==> src/rtl/rcause_pkg.sv <==
package rcause_pkg;

    localparam int REG_W = 10;

    localparam logic [REG_W-1:0] IMPL_MASK = 10'h3DF;

    typedef struct packed {
        logic cfgmis;     // bit 9
        logic vreg_stby;  // bit 8
        logic ext;        // bit 7
        logic swr;        // bit 6
        logic rsvd5;      // bit 5, always zero
        logic wdt;        // bit 4
        logic sleep;      // bit 3
        logic idle;       // bit 2
        logic bor;        // bit 1
        logic por;        // bit 0
    } cause_reg_t;

    typedef enum logic [1:0] {
        WIN_DIRECT = 2'd0,
        WIN_CLEAR  = 2'd1,
        WIN_SET    = 2'd2,
        WIN_INVERT = 2'd3
    } win_e;

    typedef enum logic [1:0] {
        PW_RUN   = 2'b00,
        PW_IDLE  = 2'b01,
        PW_SLEEP = 2'b10,
        PW_RSVD  = 2'b11
    } pwr_e;

    typedef struct packed {
        logic cfg;
        logic wdt;
        logic swr;
        logic ext;
        logic bor;
        logic por;
    } cause_ev_t;

endpackage

==> src/rtl/rcause_bus_dec.sv <==
module rcause_bus_dec
    import rcause_pkg::*;
#(
    parameter int ADDR_W = 4
) (
    input  logic              sel,
    input  logic              wr,
    input  logic [ADDR_W-1:0] addr,
    output logic              wr_en,
    output logic              rd_direct,
    output win_e              win
);

    logic hit;

    generate
        if (ADDR_W > 4) begin : g_upper
            assign hit = sel && (addr[ADDR_W-1:4] == '0);
        end else begin : g_flat
            assign hit = sel;
        end
    endgenerate

    always_comb begin
        win       = win_e'(addr[3:2]);
        wr_en     = hit && wr;
        rd_direct = hit && !wr && (win == WIN_DIRECT);
    end

endmodule

==> src/rtl/rcause_sw_upd.sv <==
module rcause_sw_upd
    import rcause_pkg::*;
(
    input  logic [REG_W-1:0] cur,
    input  logic             wr_en,
    input  win_e             win,
    input  logic [REG_W-1:0] wdata,
    output logic [REG_W-1:0] nxt
);

    logic [REG_W-1:0] wm;

    always_comb begin
        wm  = wdata & IMPL_MASK;
        nxt = cur;
        if (wr_en) begin
            unique case (win)
                WIN_DIRECT: nxt = (cur & ~IMPL_MASK) | wm;
                WIN_CLEAR:  nxt = cur & ~wm;
                WIN_SET:    nxt = cur | wm;
                WIN_INVERT: nxt = cur ^ wm;
                default:    nxt = cur;
            endcase
        end
    end

endmodule

==> src/rtl/rcause_hw_upd.sv <==
module rcause_hw_upd
    import rcause_pkg::*;
(
    input  cause_reg_t held,
    input  cause_reg_t sw_in,
    input  cause_ev_t  ev,
    input  pwr_e       pwr,
    output cause_reg_t nxt
);

    logic in_sleep;
    logic in_idle;
    logic wake_src;

    always_comb begin
        in_sleep = (pwr == PW_SLEEP);
        in_idle  = (pwr == PW_IDLE);
        wake_src = ev.wdt || ev.ext;

        nxt = sw_in;

        if (ev.bor) begin
            nxt.ext    = 1'b0;
            nxt.swr    = 1'b0;
            nxt.wdt    = 1'b0;
            nxt.sleep  = 1'b0;
            nxt.idle   = 1'b0;
            nxt.cfgmis = 1'b0;
            nxt.bor    = 1'b1;
        end

        nxt.ext    = nxt.ext    | ev.ext;
        nxt.swr    = nxt.swr    | ev.swr;
        nxt.wdt    = nxt.wdt    | ev.wdt;
        nxt.cfgmis = nxt.cfgmis | ev.cfg;
        nxt.sleep  = nxt.sleep  | (wake_src && in_sleep);
        nxt.idle   = nxt.idle   | (wake_src && in_idle);

        if (ev.por) begin
            nxt           = '0;
            nxt.por       = 1'b1;
            nxt.bor       = 1'b1;
            nxt.vreg_stby = held.vreg_stby;
        end

        nxt.rsvd5 = 1'b0;
    end

endmodule

==> src/rtl/rcause_status.sv <==
module rcause_status
    import rcause_pkg::*;
#(
    parameter int DATA_W = 32,
    parameter int ADDR_W = 4
) (
    input  logic              clk,
    input  logic              rst_n,
    input  logic              bus_sel,
    input  logic              bus_wr,
    input  logic [ADDR_W-1:0] bus_addr,
    input  logic [DATA_W-1:0] bus_wdata,
    output logic [DATA_W-1:0] bus_rdata,
    input  logic              ev_por,
    input  logic              ev_bor,
    input  logic              ev_ext,
    input  logic              ev_swr,
    input  logic              ev_wdt,
    input  logic              ev_cfg,
    input  logic [1:0]        pwr_mode
);

    localparam int PAD_W = DATA_W - REG_W;
    localparam cause_reg_t POR_VALUE = cause_reg_t'(10'h003);

    typedef struct packed {
        cause_reg_t flags;
    } state_t;

    state_t state_d;
    state_t state_q;

    logic             wr_en;
    logic             rd_direct;
    win_e             win;
    logic [REG_W-1:0] sw_nxt;
    cause_reg_t       hw_nxt;
    cause_ev_t        ev;

    assign ev = '{cfg: ev_cfg, wdt: ev_wdt, swr: ev_swr,
                  ext: ev_ext, bor: ev_bor, por: ev_por};

    rcause_bus_dec #(.ADDR_W(ADDR_W)) u_dec (
        .sel       (bus_sel),
        .wr        (bus_wr),
        .addr      (bus_addr),
        .wr_en     (wr_en),
        .rd_direct (rd_direct),
        .win       (win)
    );

    rcause_sw_upd u_sw (
        .cur   (state_q.flags),
        .wr_en (wr_en),
        .win   (win),
        .wdata (bus_wdata[REG_W-1:0]),
        .nxt   (sw_nxt)
    );

    rcause_hw_upd u_hw (
        .held  (state_q.flags),
        .sw_in (cause_reg_t'(sw_nxt)),
        .ev    (ev),
        .pwr   (pwr_e'(pwr_mode)),
        .nxt   (hw_nxt)
    );

    always_comb begin
        state_d       = state_q;
        state_d.flags = hw_nxt;
    end

    always_ff @(posedge clk or negedge rst_n) begin
        if (!rst_n) begin
            state_q.flags <= POR_VALUE;
        end else begin
            state_q <= state_d;
        end
    end

    always_comb begin
        bus_rdata = '0;
        if (rd_direct) begin
            bus_rdata = {{PAD_W{1'b0}}, state_q.flags};
        end
    end

    // Unimplemented read bits stay zero
    p_unimpl_zero_r2: assert property (@(posedge clk) disable iff (!rst_n)
        (bus_rdata & ~{{PAD_W{1'b0}}, IMPL_MASK}) == '0);

    // Alias windows read as zero
    p_alias_read_zero_r4: assert property (@(posedge clk) disable iff (!rst_n)
        (bus_sel && !bus_wr && bus_addr[3:2] != 2'd0) |-> bus_rdata == '0);

    // Power-on pattern
    p_por_pattern_r5: assert property (@(posedge clk) disable iff (!rst_n)
        ev_por |=> (state_q.flags.por && state_q.flags.bor && !state_q.flags.ext
                    && !state_q.flags.swr && !state_q.flags.wdt && !state_q.flags.sleep
                    && !state_q.flags.idle && !state_q.flags.cfgmis
                    && state_q.flags.vreg_stby == $past(state_q.flags.vreg_stby)));

    // Brown-out alone keeps the power-on flag and clears history
    p_bor_alone_r6: assert property (@(posedge clk) disable iff (!rst_n)
        (ev_bor && !ev_por && !ev_ext && !ev_swr && !ev_wdt && !ev_cfg && !wr_en)
        |=> (state_q.flags.bor && state_q.flags.por == $past(state_q.flags.por)
             && !state_q.flags.ext && !state_q.flags.swr && !state_q.flags.wdt
             && !state_q.flags.sleep && !state_q.flags.idle && !state_q.flags.cfgmis));

    // Individual cause sets its flag
    p_own_flag_r7: assert property (@(posedge clk) disable iff (!rst_n)
        (!ev_por && (ev_swr || ev_cfg))
        |=> ((!$past(ev_swr) || state_q.flags.swr) && (!$past(ev_cfg) || state_q.flags.cfgmis)));

    // Watchdog in sleep records sleep
    p_wdt_sleep_r8: assert property (@(posedge clk) disable iff (!rst_n)
        (ev_wdt && pwr_mode == 2'b10 && !ev_por) |=> (state_q.flags.sleep && state_q.flags.wdt));

    // Hardware set wins over a software write
    p_hw_over_sw_r9: assert property (@(posedge clk) disable iff (!rst_n)
        (ev_ext && !ev_por && wr_en) |=> state_q.flags.ext);

    // Power-on overrides a software write
    p_por_over_sw_r10: assert property (@(posedge clk) disable iff (!rst_n)
        (ev_por && wr_en) |=> ((state_q.flags & ~10'h100) == 10'h003));

endmodule

==> config.mk <==
export PLATFORM = sky130hd
export DESIGN_NAME = rcause_status
export DESIGN_NICKNAME = d
export VERILOG_FILES = /design/src/rtl/rcause_pkg.sv /design/src/rtl/rcause_bus_dec.sv /design/src/rtl/rcause_sw_upd.sv /design/src/rtl/rcause_hw_upd.sv /design/src/rtl/rcause_status.sv
export SDC_FILE = /design/constraint.sdc
export NUM_CORES = 1
export LEC_CHECK = 0
export BUFFER_PORTS_ARGS = -buffer_cell sky130_fd_sc_hd__buf_2
export CAP_MARGIN = 20
export CORE_MARGIN = 1.5
export CORE_UTILIZATION = 45
export CTS_CLUSTER_DIAMETER = 120
export DETAILED_ROUTE_END_ITERATION = 8
export GPL_TIMING_DRIVEN = 0
export PLACE_DENSITY = 0.84
export SLEW_MARGIN = 30
export SYNTH_ARGS = -nofsm -noshare
export SYNTH_HDL_FRONTEND = slang
export SYNTH_HIERARCHICAL = 1
export SYNTH_SLANG_ARGS = --single-unit
==> constraint.sdc <==
create_clock -name clk -period 4.1 [get_ports clk]
set_input_delay 0.615 -clock clk [delete_from_list [all_inputs] [get_ports clk]]
set_output_delay 0.615 -clock clk [all_outputs]
set_load 0.1 [all_outputs]
==> results of run 1 <==
==> power groups by stage <==
stage	sequential, mW	combinational [mW]	clock [mW]
2_1_floorplan	0.115	0.181	0
4_1_cts	0.116	0.209	0.0937
3_5_place_dp	0.118	0.208	0
3_3_place_gp	0.117	0.205	0
5_1_grt	0.117	0.226	0.101
6_report	0.116	0.209	0.0890
==> worst paths after layout <==
check / start / end / slack (ns) / cells after the start
min reg2reg: state_q[8] / state_q[8] / 0.58 / 1
max reg2reg: state_q[1] / state_q[1] / 2.47 / 6
min in group clk: ev_swr / state_q[6] / 0.56 / 3
min: rst_n / state_q[9] / 0.19 / 1
max in group asynchronous: rst_n / state_q[0] / 3.65 / 1
max: bus_wr / bus_rdata[7] / 1.36 / 4
==> layout make-up <==
cell class | instances | area (µm²)
Fill cell | 251 | 1147
Multi-Input combinational cell | 109 | 784.5
Sequential cell | 10 | 252.7
Buffer | 31 | 247.7
Timing Repair Buffer | 31 | 155.1
Inverter | 19 | 71.32
Tap cell | 31 | 38.79
Clock buffer | 4 | 36.28
==> per-layer routing <==
| metal | vias to the layer above | GRT usage, % | part of all wire, % | wire length [µm] |
|---|---|---|---|---|
| li1 | 558 | - | - | - |
| met1 | 468 | 21.27 | 43 | 1070 |
| met2 | 27 | 28.40 | 50 | 1262 |
| met3 | 4 | 5.530 | 6.0 | 149 |
| met4 | 0 | 4.422 | 0.76 | 19 |
| met5 | - | 0 | 0 | 0 |
==> metrics by stage <==
step | power (mW) | hold WS, ns | instances | area (µm²)
after detailed placement | 0.3261 | 0.4869 | 231 | 1550
after global placement | 0.3222 | 0.4890 | 231 | 1550
after floorplan | 0.2959 | 0.3194 | 169 | 1356
after global routing | 0.4442 | 0.1817 | 235 | 1587
final | 0.4138 | 0.1922 | 235 | 1587
after CTS | 0.4185 | 0.1842 | 235 | 1587
==> critical path, stage by stage <==
cell and delay (ns):
buf_2 0.11, nor4b_2 0.73, and2_1 0.23, buf_2 0.43
==> run summary, run 1 <==
CTS Buf Count - 3
GRT Resource Usage Total - 17.05%
Slew @ Worst Pin - 0.8141 ns
Worst setup margin - 1.365 ns
DRT Pass-1 Iters - 4
Top reg by flops - state_q
Antenna diodes - 0
Clk_lat worst skew - 0.27 ns
Tmin final - 2.735 ns
Sw Ratio - 46.08%
Htree depth - 1
Crit-path max FO - 10
Number of synthesis warnings - 6
Postcts setup bufs - 0
Sequential power share - 28.0%
Worst hold-check path type - primary input to async pin
Synth Instances - 148
# setup viols final - 0
Global-route wire length before repair - 4257 µm
Average size of a mapped cell - 8.632 µm²
Psw - 0.1907 mW
Die ar. - 0.003167 mm²
CTS tree - done
Commonest non-fill, non-tap cell in the layout - buf_2
Largest net degree at the start of global routing - 11
Internal power - 0.2231 mW
Nets - 271
GP Congestion - 0.7676
Final Util - 58.03%
Relative slew slack - 45.59%
Root buf cell - clkbuf_4
Cell row count - 19
Most frequent cells in the layout - 33 x buf_2, 26 x buf_4, 23 x conb_1, 19 x inv_1, 18 x ha_1
Regs by FF count - state_q (10)
Final Cycle Share - 66.71%
Pleak - 0.9307 nW
Post-DP HPWL - 1985 µm
Layout cells sized above 1 - 35.78%
Worst-path clk slew - 0.07 ns
Synth Cell Area - 0.001277 mm²
Clock sink count - 10
Critical Path RT - 3.48 ns
Max reg flops - 10
Place WS - 1.362 ns
Via count - 1,057
Residual DRC - 0
PortBufs - 31
Hold-fix buffers at CTS - 0
Grt ovf - 0
Max Cap Violations - 0
Initial Util - 46.73%
RSZ-0062 raised after global routing - no
CP Class - primary input to output port
Power share of the clock group - 21.5%
Fin Setup TNS - 0 ns
Iter 0 DRT Violations - 9
Total Wirelength - 2501 µm
Area grow syn2layout - 24.19%
Post-CTS sizing - 0
Final hold vios - 0
DR WL/cell - 10.64 µm
Die Width - 56.28 µm
CTS max path bufs - 2
Core area - 0.002734 mm²
CP endpoint kind - output port
WP data arrival - 2.12 ns
Worst Skew - 0 ns
Cell area power density - 260.8 mW/mm²
Routed vias/inst - 4.498
Io pins - 80
Vias in the first global route - 1,014
Fmax - 365.6 MHz
Status - completed
Max-slew violations - 0
DRT antenna net count - 0
Die Ht - 56.28 µm
Combinational power share - 50.5%
Antenna violations before repair - 0
Setup crit start kind - primary input
VDD IR-drop max - 275.3 µV
(Power assumes the default switching activity.)
==> run 2: changes to the inputs <==
CORE_UTILIZATION = 43   (was 45)
PLACE_DENSITY = 0.8   (was 0.84)
clock period = 2.6 ns   (was 4.1 ns; I/O delays follow)
==> run summary, run 2 (same netlist as run 1, synthesis figures left out) <==
CTS tree - done
Fin Setup TNS - 0 ns (unchanged)
Status - completed
Psw - 0.3062 mW (+61%)
RSZ-0062 raised after global routing - no
Vias in the first global route - 965 (-4.8%)
CP Class - primary input to output port
CTS Buf Count - 3 (unchanged)
Routed vias/inst - 4.500 (about the same)
Top Family by Delay on Critical Path - simple AND/OR/NAND/NOR gates
Grt ovf - 0 (unchanged)
DRT Pass-1 Iters - 4 (unchanged)
Max Used Layer - met4
GRT Resource Usage Total - 16.20% (-0.85 points)
Most frequent cells in the layout - 33 x buf_2, 26 x buf_4, 23 x conb_1, 19 x inv_1, 18 x ha_1
Crit-path max FO - 10 (unchanged)
Post-DP HPWL - 1957 µm (-1.4%)
Area grow syn2layout - 24.19% (unchanged)
Layout cells sized above 1 - 35.12% (-0.66 points)
Most frequent CP cell - buf_2
Top reg by flops - state_q
VDD IR-drop max - 292.2 µV (+6.2%)
Io pins - 80 (unchanged)
Worst hold-check path type - primary input to register
Post-CTS sizing - 0 (unchanged)
Global-route wire length before repair - 4091 µm (-3.9%)
Antenna diodes - 0 (unchanged)
Dpl cell area - 0.001550 mm² (unchanged)
Die Ht - 57.51 µm (+2.2%)
Clock sink count - 10 (unchanged)
Antenna violations before repair - 0 (unchanged)
Largest net degree at the start of global routing - 11 (unchanged)
WP data arrival - 1.90 ns (-0.22 ns)
Initial Util - 45.93% (-0.80 points)
Crit path cell chain - buf_2, nor4b_2, and2_1, buf_2
Final Cycle Share - 88.16%
Die ar. - 0.003307 mm² (+4.4%)
CTS max path bufs - 2 (unchanged)
Regs by FF count - state_q (10)
Hold Crit Start - ev_bor
Final hold vios - 0 (unchanged)
Cell row count - 19 (unchanged)
Max reg flops - 10 (unchanged)
Clk_lat worst skew - 0.27 ns (about the same)
Post-layout instance area - 0.001587 mm² (unchanged)
Worst path slowest cell - nor4b_2
Slowest stage delay, CP - 0.73 ns (about the same)
# setup viols final - 0 (unchanged)
Relative slew slack - 45.88% (+0.29 points)
Sequential power share - 28.7% (+0.7 points)
CP endpoint kind - output port
Worst path bufs/invs - 2 (unchanged)
Core area - 0.002781 mm² (+1.7%)
Slew @ Worst Pin - 0.8097 ns (-0.004372 ns)
Max-slew violations - 0 (unchanged)
Cell area power density - 399.3 mW/mm² (+53%)
Power share of the clock group - 19.0% (-2.5 points)
Residual DRC - 0 (unchanged)
Final Util - 57.04% (-0.99 points)
Critical Path RT - 2.21 ns (-1.27 ns)
Total Wirelength - 2534 µm (+1.3%)
Internal power - 0.3273 mW (+47%)
Met3 wire length - 133 µm (-11%)
Worst-path clk slew - 0.07 ns (about the same)
Sw Ratio - 48.33% (+2.3 points)
Htree depth - 1 (unchanged)
Die Width - 57.51 µm (+2.2%)
M1 WL - 1092 µm (+2.1%)
Worst Skew - 0 ns (unchanged)
DR WL/cell - 10.74 µm (+0.89%)
GP Congestion - 0.7118 (-7.3%)
Worst R2R Setup Slack - 0.97 ns (-1.50 ns)
PortBufs - 31 (unchanged)
Combinational power share - 52.3% (+1.8 points)
WHS Path Cells - 2
Fmax - 436.3 MHz
Reg2Reg Launch Point - state_q[1]
Root buf cell - clkbuf_4
Length of routed met2 wiring - 1261 µm (about the same)
Commonest non-fill, non-tap cell in the layout - buf_2
DRT antenna net count - 0 (unchanged)
Place WS - 0.2768 ns (-1.085 ns)
Worst Hold Path EP - state_q[1]
Setup crit start kind - primary input
Pleak - 0.9288 nW (-0.20%)
Tmin final - 2.292 ns
R2R depth - 6 (unchanged)
Via count - 1,062 (+0.47%)
Max Cap Violations - 0 (unchanged)
Nets - 272 (+0.37%)
Worst setup margin - 0.3079 ns (-1.057 ns)
Reg2reg end - state_q[1]
Iter 0 DRT Violations - 12 (+3)
run 2: cell types whose count changed in the layout (fill, tap and decap cells not counted):
cell           previous run  this run
clkbuf_1                  0         1
clkbuf_8                  1         0
dlygate4sd3_1             0         1
run 2: worst max path at each step:
stage | from | end | slack [ns] | cells past startpoint
final | bus_wr | bus_rdata[2] | 0.31 | 4
after global routing | bus_wr | bus_rdata[7] | 0.14 | 4
after CTS | bus_wr | bus_rdata[2] | 0.26 | 4
after detailed placement | bus_wr | bus_rdata[2] | 0.28 | 4
after global placement | bus_wr | bus_rdata[2] | 0.25 | 4
after floorplan | bus_wr | bus_rdata[0] | 0.56 | 2
run 2: power groups by stage:
| stage | Combinational, mW | Clock, mW | Sequential [mW] |
|---|---|---|---|
| 3_3_place_gp | 0.324 | 0 | 0.184 |
| 3_5_place_dp | 0.329 | 0 | 0.185 |
| 6_report | 0.332 | 0.120 | 0.182 |
| 2_1_floorplan | 0.285 | 0 | 0.182 |
| 5_1_grt | 0.353 | 0.134 | 0.184 |
| 4_1_cts | 0.332 | 0.122 | 0.182 |
run 2: area by class of cell:
| type | instances | area [µm²] |
|---|---|---|
| fillers | 274 | 1195 |
| multi-input cells | 109 | 784.5 |
| flip-flops and latches | 10 | 252.7 |
| plain buffers | 31 | 247.7 |
| repair buffers | 32 | 165.2 |
| inverters | 19 | 71.32 |
| well taps | 31 | 38.79 |
| clock buffers | 4 | 26.28 |
run 2: metrics by stage:
stage | power, mW | instances | hold slack (ns)
after CTS | 0.6358 | 236 | 0.3262
after global placement | 0.5079 | 231 | 0.2647
final | 0.6335 | 236 | 0.3226
after floorplan | 0.4666 | 169 | 0.09441
after detailed placement | 0.5139 | 231 | 0.2638
after global routing | 0.6712 | 236 | 0.3227
run 2: timing repair:
action / 4_1_cts / 5_1_grt
buffers inserted: 0 / 0
endpoints found under the hold margin: 8 / 0
hold buffers: 1 / 0
run 2: metal layers:
metal	up-vias	track usage [%]
met4	0	6.977
met2	33	28.73
met1	464	19.30
li1	560	-
met3	5	2.268
met5	-	0
run 2: worst register-to-register path, cell delays in order, from the launching register on:
cell     delay (ns)
dfstp_2        0.54
inv_1          0.05
ha_1           0.28
mux2i_1        0.13
o22ai_1        0.09
a21o_1         0.16
or3_1          0.30
==> run 3: changes to the inputs <==
PLACE_DENSITY = 0.81   (was 0.8)
SYNTH_HIERARCHICAL = not set   (was 1)
==> run summary, run 3 <==
Tmin final - 2.293 ns (+0.0009680 ns)
Synth Register Bits - 9
Crit path cell chain - buf_2, clkbuf_1, nor4b_4, and2_1, buf_2
Most frequent CP cell - buf_2
Max reg flops - 9 (-1)
Ys flop type - dfrtp_1
Global-route wire length before repair - 4298 µm (+5.1%)
Worst Skew - 0 ns (unchanged)
CTS max path bufs - 2 (unchanged)
Number of synthesis warnings - 0 (-6)
CP endpoint kind - output port
Clk_lat worst skew - 0.26 ns (about the same)
Worst path bufs/invs - 3 (+1)
PortBufs - 29 (-6.5%)
Setup crit start kind - primary input
Pleak - 0.8842 nW (-4.8%)
Top Family by Delay on Critical Path - buffers and inverters
Commonest non-fill, non-tap cell in the layout - buf_2
VDD IR-drop max - 282.3 µV (-3.4%)
Antenna diodes - 0 (unchanged)
Vias in the first global route - 1,032 (+6.9%)
Root buf cell - clkbuf_4
Dpl cell area - 0.001520 mm² (-1.9%)
Most frequent cells in the layout - 31 x buf_2, 27 x inv_1, 24 x buf_4, 23 x conb_1, 18 x ha_1
Reg2Reg Launch Point - state_q[0]
Post-synth EDFFs - 0
Most frequent cell after synthesis - inv_1
# setup viols final - 0 (unchanged)
Hold Crit Start - pwr_mode[0]
Max-slew violations - 0 (unchanged)
Synth Instances - 145 (-2.0%)
Final Cycle Share - 88.20% (about the same)
Cell row count - 19 (unchanged)
Initial Util - 45.46% (-0.47 points)
WP data arrival - 1.90 ns (about the same)
CTS tree - done
GRT Resource Usage Total - 16.41% (+0.21 points)
GP Congestion - 0.7748 (+8.9%)
Fmax - 436.1 MHz (about the same)
Routed vias/inst - 4.487 (-0.29%)
Average size of a mapped cell - 8.646 µm² (+0.17%)
Finished Layout Cells - 232 (-1.7%)
Iter 0 DRT Violations - 39 (+27)
DRT antenna net count - 0 (unchanged)
DR WL/cell - 10.88 µm (+1.4%)
Sequential element share of the synthesized area - 18.16%
Max Cap Violations - 0 (unchanged)
Slowest stage delay, CP - 0.52 ns (-0.21 ns)
Placed insts - 227 (-1.7%)
Ys async rst share - 100.0%
Worst-path clk slew - 0.06 ns (about the same)
Cell area power density - 388.8 mW/mm² (-2.6%)
Critical Path RT - 2.21 ns (about the same)
Synth Cell Area - 0.001254 mm² (-1.9%)
Io pins - 80 (unchanged)
Largest net degree at the start of global routing - 11 (unchanged)
Grt ovf - 0 (unchanged)
Leading area contributor after synthesis - ha_1
Top cells by count, synth - 27 x inv_1, 24 x buf_4, 18 x ha_1, 9 x and2_1, 7 x dfrtp_1
Fin Setup TNS - 0 ns (unchanged)
DRT Pass-1 Iters - 4 (unchanged)
Clock sink count - 9 (-1)
Antenna violations before repair - 0 (unchanged)
Regs by FF count - state_q (9)
Die Ht - 57.00 µm (-0.89%)
CTS Buf Count - 3 (unchanged)
Area grow syn2layout - 24.85%
Critical path origin - bus_addr[3]
Synth area leaders - ha_1 18%, buf_4 14%, dfrtp_1 14%
Hold_ws - 0.4253 ns (+0.1027 ns)
CP Class - primary input to output port
Top reg by flops - state_q
Residual DRC - 0 (unchanged)
Status - completed
Die ar. - 0.003248 mm² (-1.8%)
Post-DP HPWL - 2090 µm (+6.8%)
Tot Pwr - 0.6085 mW (-3.9%)
Post-layout instance area - 0.001565 mm² (-1.3%)
Nets - 268 (-1.5%)
Postcts setup bufs - 0 (unchanged)
Total Wirelength - 2525 µm (-0.36%)
Crit-path max FO - 10 (unchanged)
Worst path slowest cell - nor4b_4
Slew @ Worst Pin - 0.5462 ns (-0.2635 ns)
Core area - 0.002758 mm² (-0.85%)
Synth unique cells - 29
RSZ-0062 raised after global routing - no
Via count - 1,041 (-2.0%)
Synth top area share - 17.96%
Worst hold-check path type - primary input to register
Die Width - 57.00 µm (-0.89%)
Layout cells sized above 1 - 33.83% (-1.3 points)
Relative slew slack - 63.58% (+18 points)
Final hold vios - 0 (unchanged)
Htree depth - 1 (unchanged)
==> run 3: worst min-delay path: cells and delay by family <==
kind / cells / cell delay (ns)
compound gates: 2 / 0.16
buf+inv: 1 / 0.09
==> run 3: per-layer routing <==
| layer | wire [µm] | part of all wire (%) | vias to the layer above | track usage (%) |
|---|---|---|---|---|
| met2 | 1260 | 50 | 29 | 28.74 |
| met4 | 0 | 0 | 0 | 3.987 |
| li1 | - | - | 549 | - |
| met1 | 1141 | 45 | 463 | 21.54 |
| met5 | 0 | 0 | - | 0 |
| met3 | 124 | 4.9 | 0 | 2.041 |
==> run 3: logic make-up after synthesis <==
| kind of cell | count (synthesis) | share of synthesized area (%) |
|---|---|---|
| DFF | 9 | 18.16 |
| AOI/OAI and AO/OA | 22 | 12.18 |
| other | 1 | 0.2991 |
| and+or+nand+nor | 30 | 14.47 |
| buffers and inverters | 55 | 23.85 |
| muxes | 10 | 13.07 |
| adders and majority gates | 18 | 17.96 |
==> run 3: final cells by class <==
type / instances / area [µm²]
fill: 268 / 1192
sequential: 9 / 227.7
inverter: 27 / 101.3
tap: 31 / 38.79
buffer: 28 / 197.7
multi-input combinational: 103 / 818.3
timing repair buffer: 30 / 155.1
clock buffer: 4 / 26.28
==> run 3: path summary, 6_finish.rpt <==
path                                 to  slack [ns]  depth (start not counted)
max in group asynchronous    state_q[1]        1.85                          2
min                          state_q[2]        0.43                          3
max                        bus_rdata[9]        0.31                          5
max reg2reg                  state_q[0]        0.85                          4
min reg2reg                  state_q[2]        0.58                          2
min in group asynchronous    state_q[8]        0.51                          2
==> run 3: where the power goes <==
| group | switching (mW) | internal, mW |
|---|---|---|
| Combinational | 0.233 | 0.0953 |
| Sequential | 0.0156 | 0.156 |
| Clock | 0.0498 | 0.0592 |
==> run 3: repair_timing <==
action	in CTS	in global routing
endpoints found under the hold margin	7	0
hold buffers	1	0
gates resized for setup	0	1
endpoints found under the setup margin	0	9
==> run 3: metrics by stage <==
step	setup WS, ns	utilization, %
after global placement	0.1523	55.13
after detailed placement	0.1213	55.13
final	0.3069	56.76
after CTS	0.1177	56.44
after global routing	0.1449	56.76
after floorplan	0.2486	-
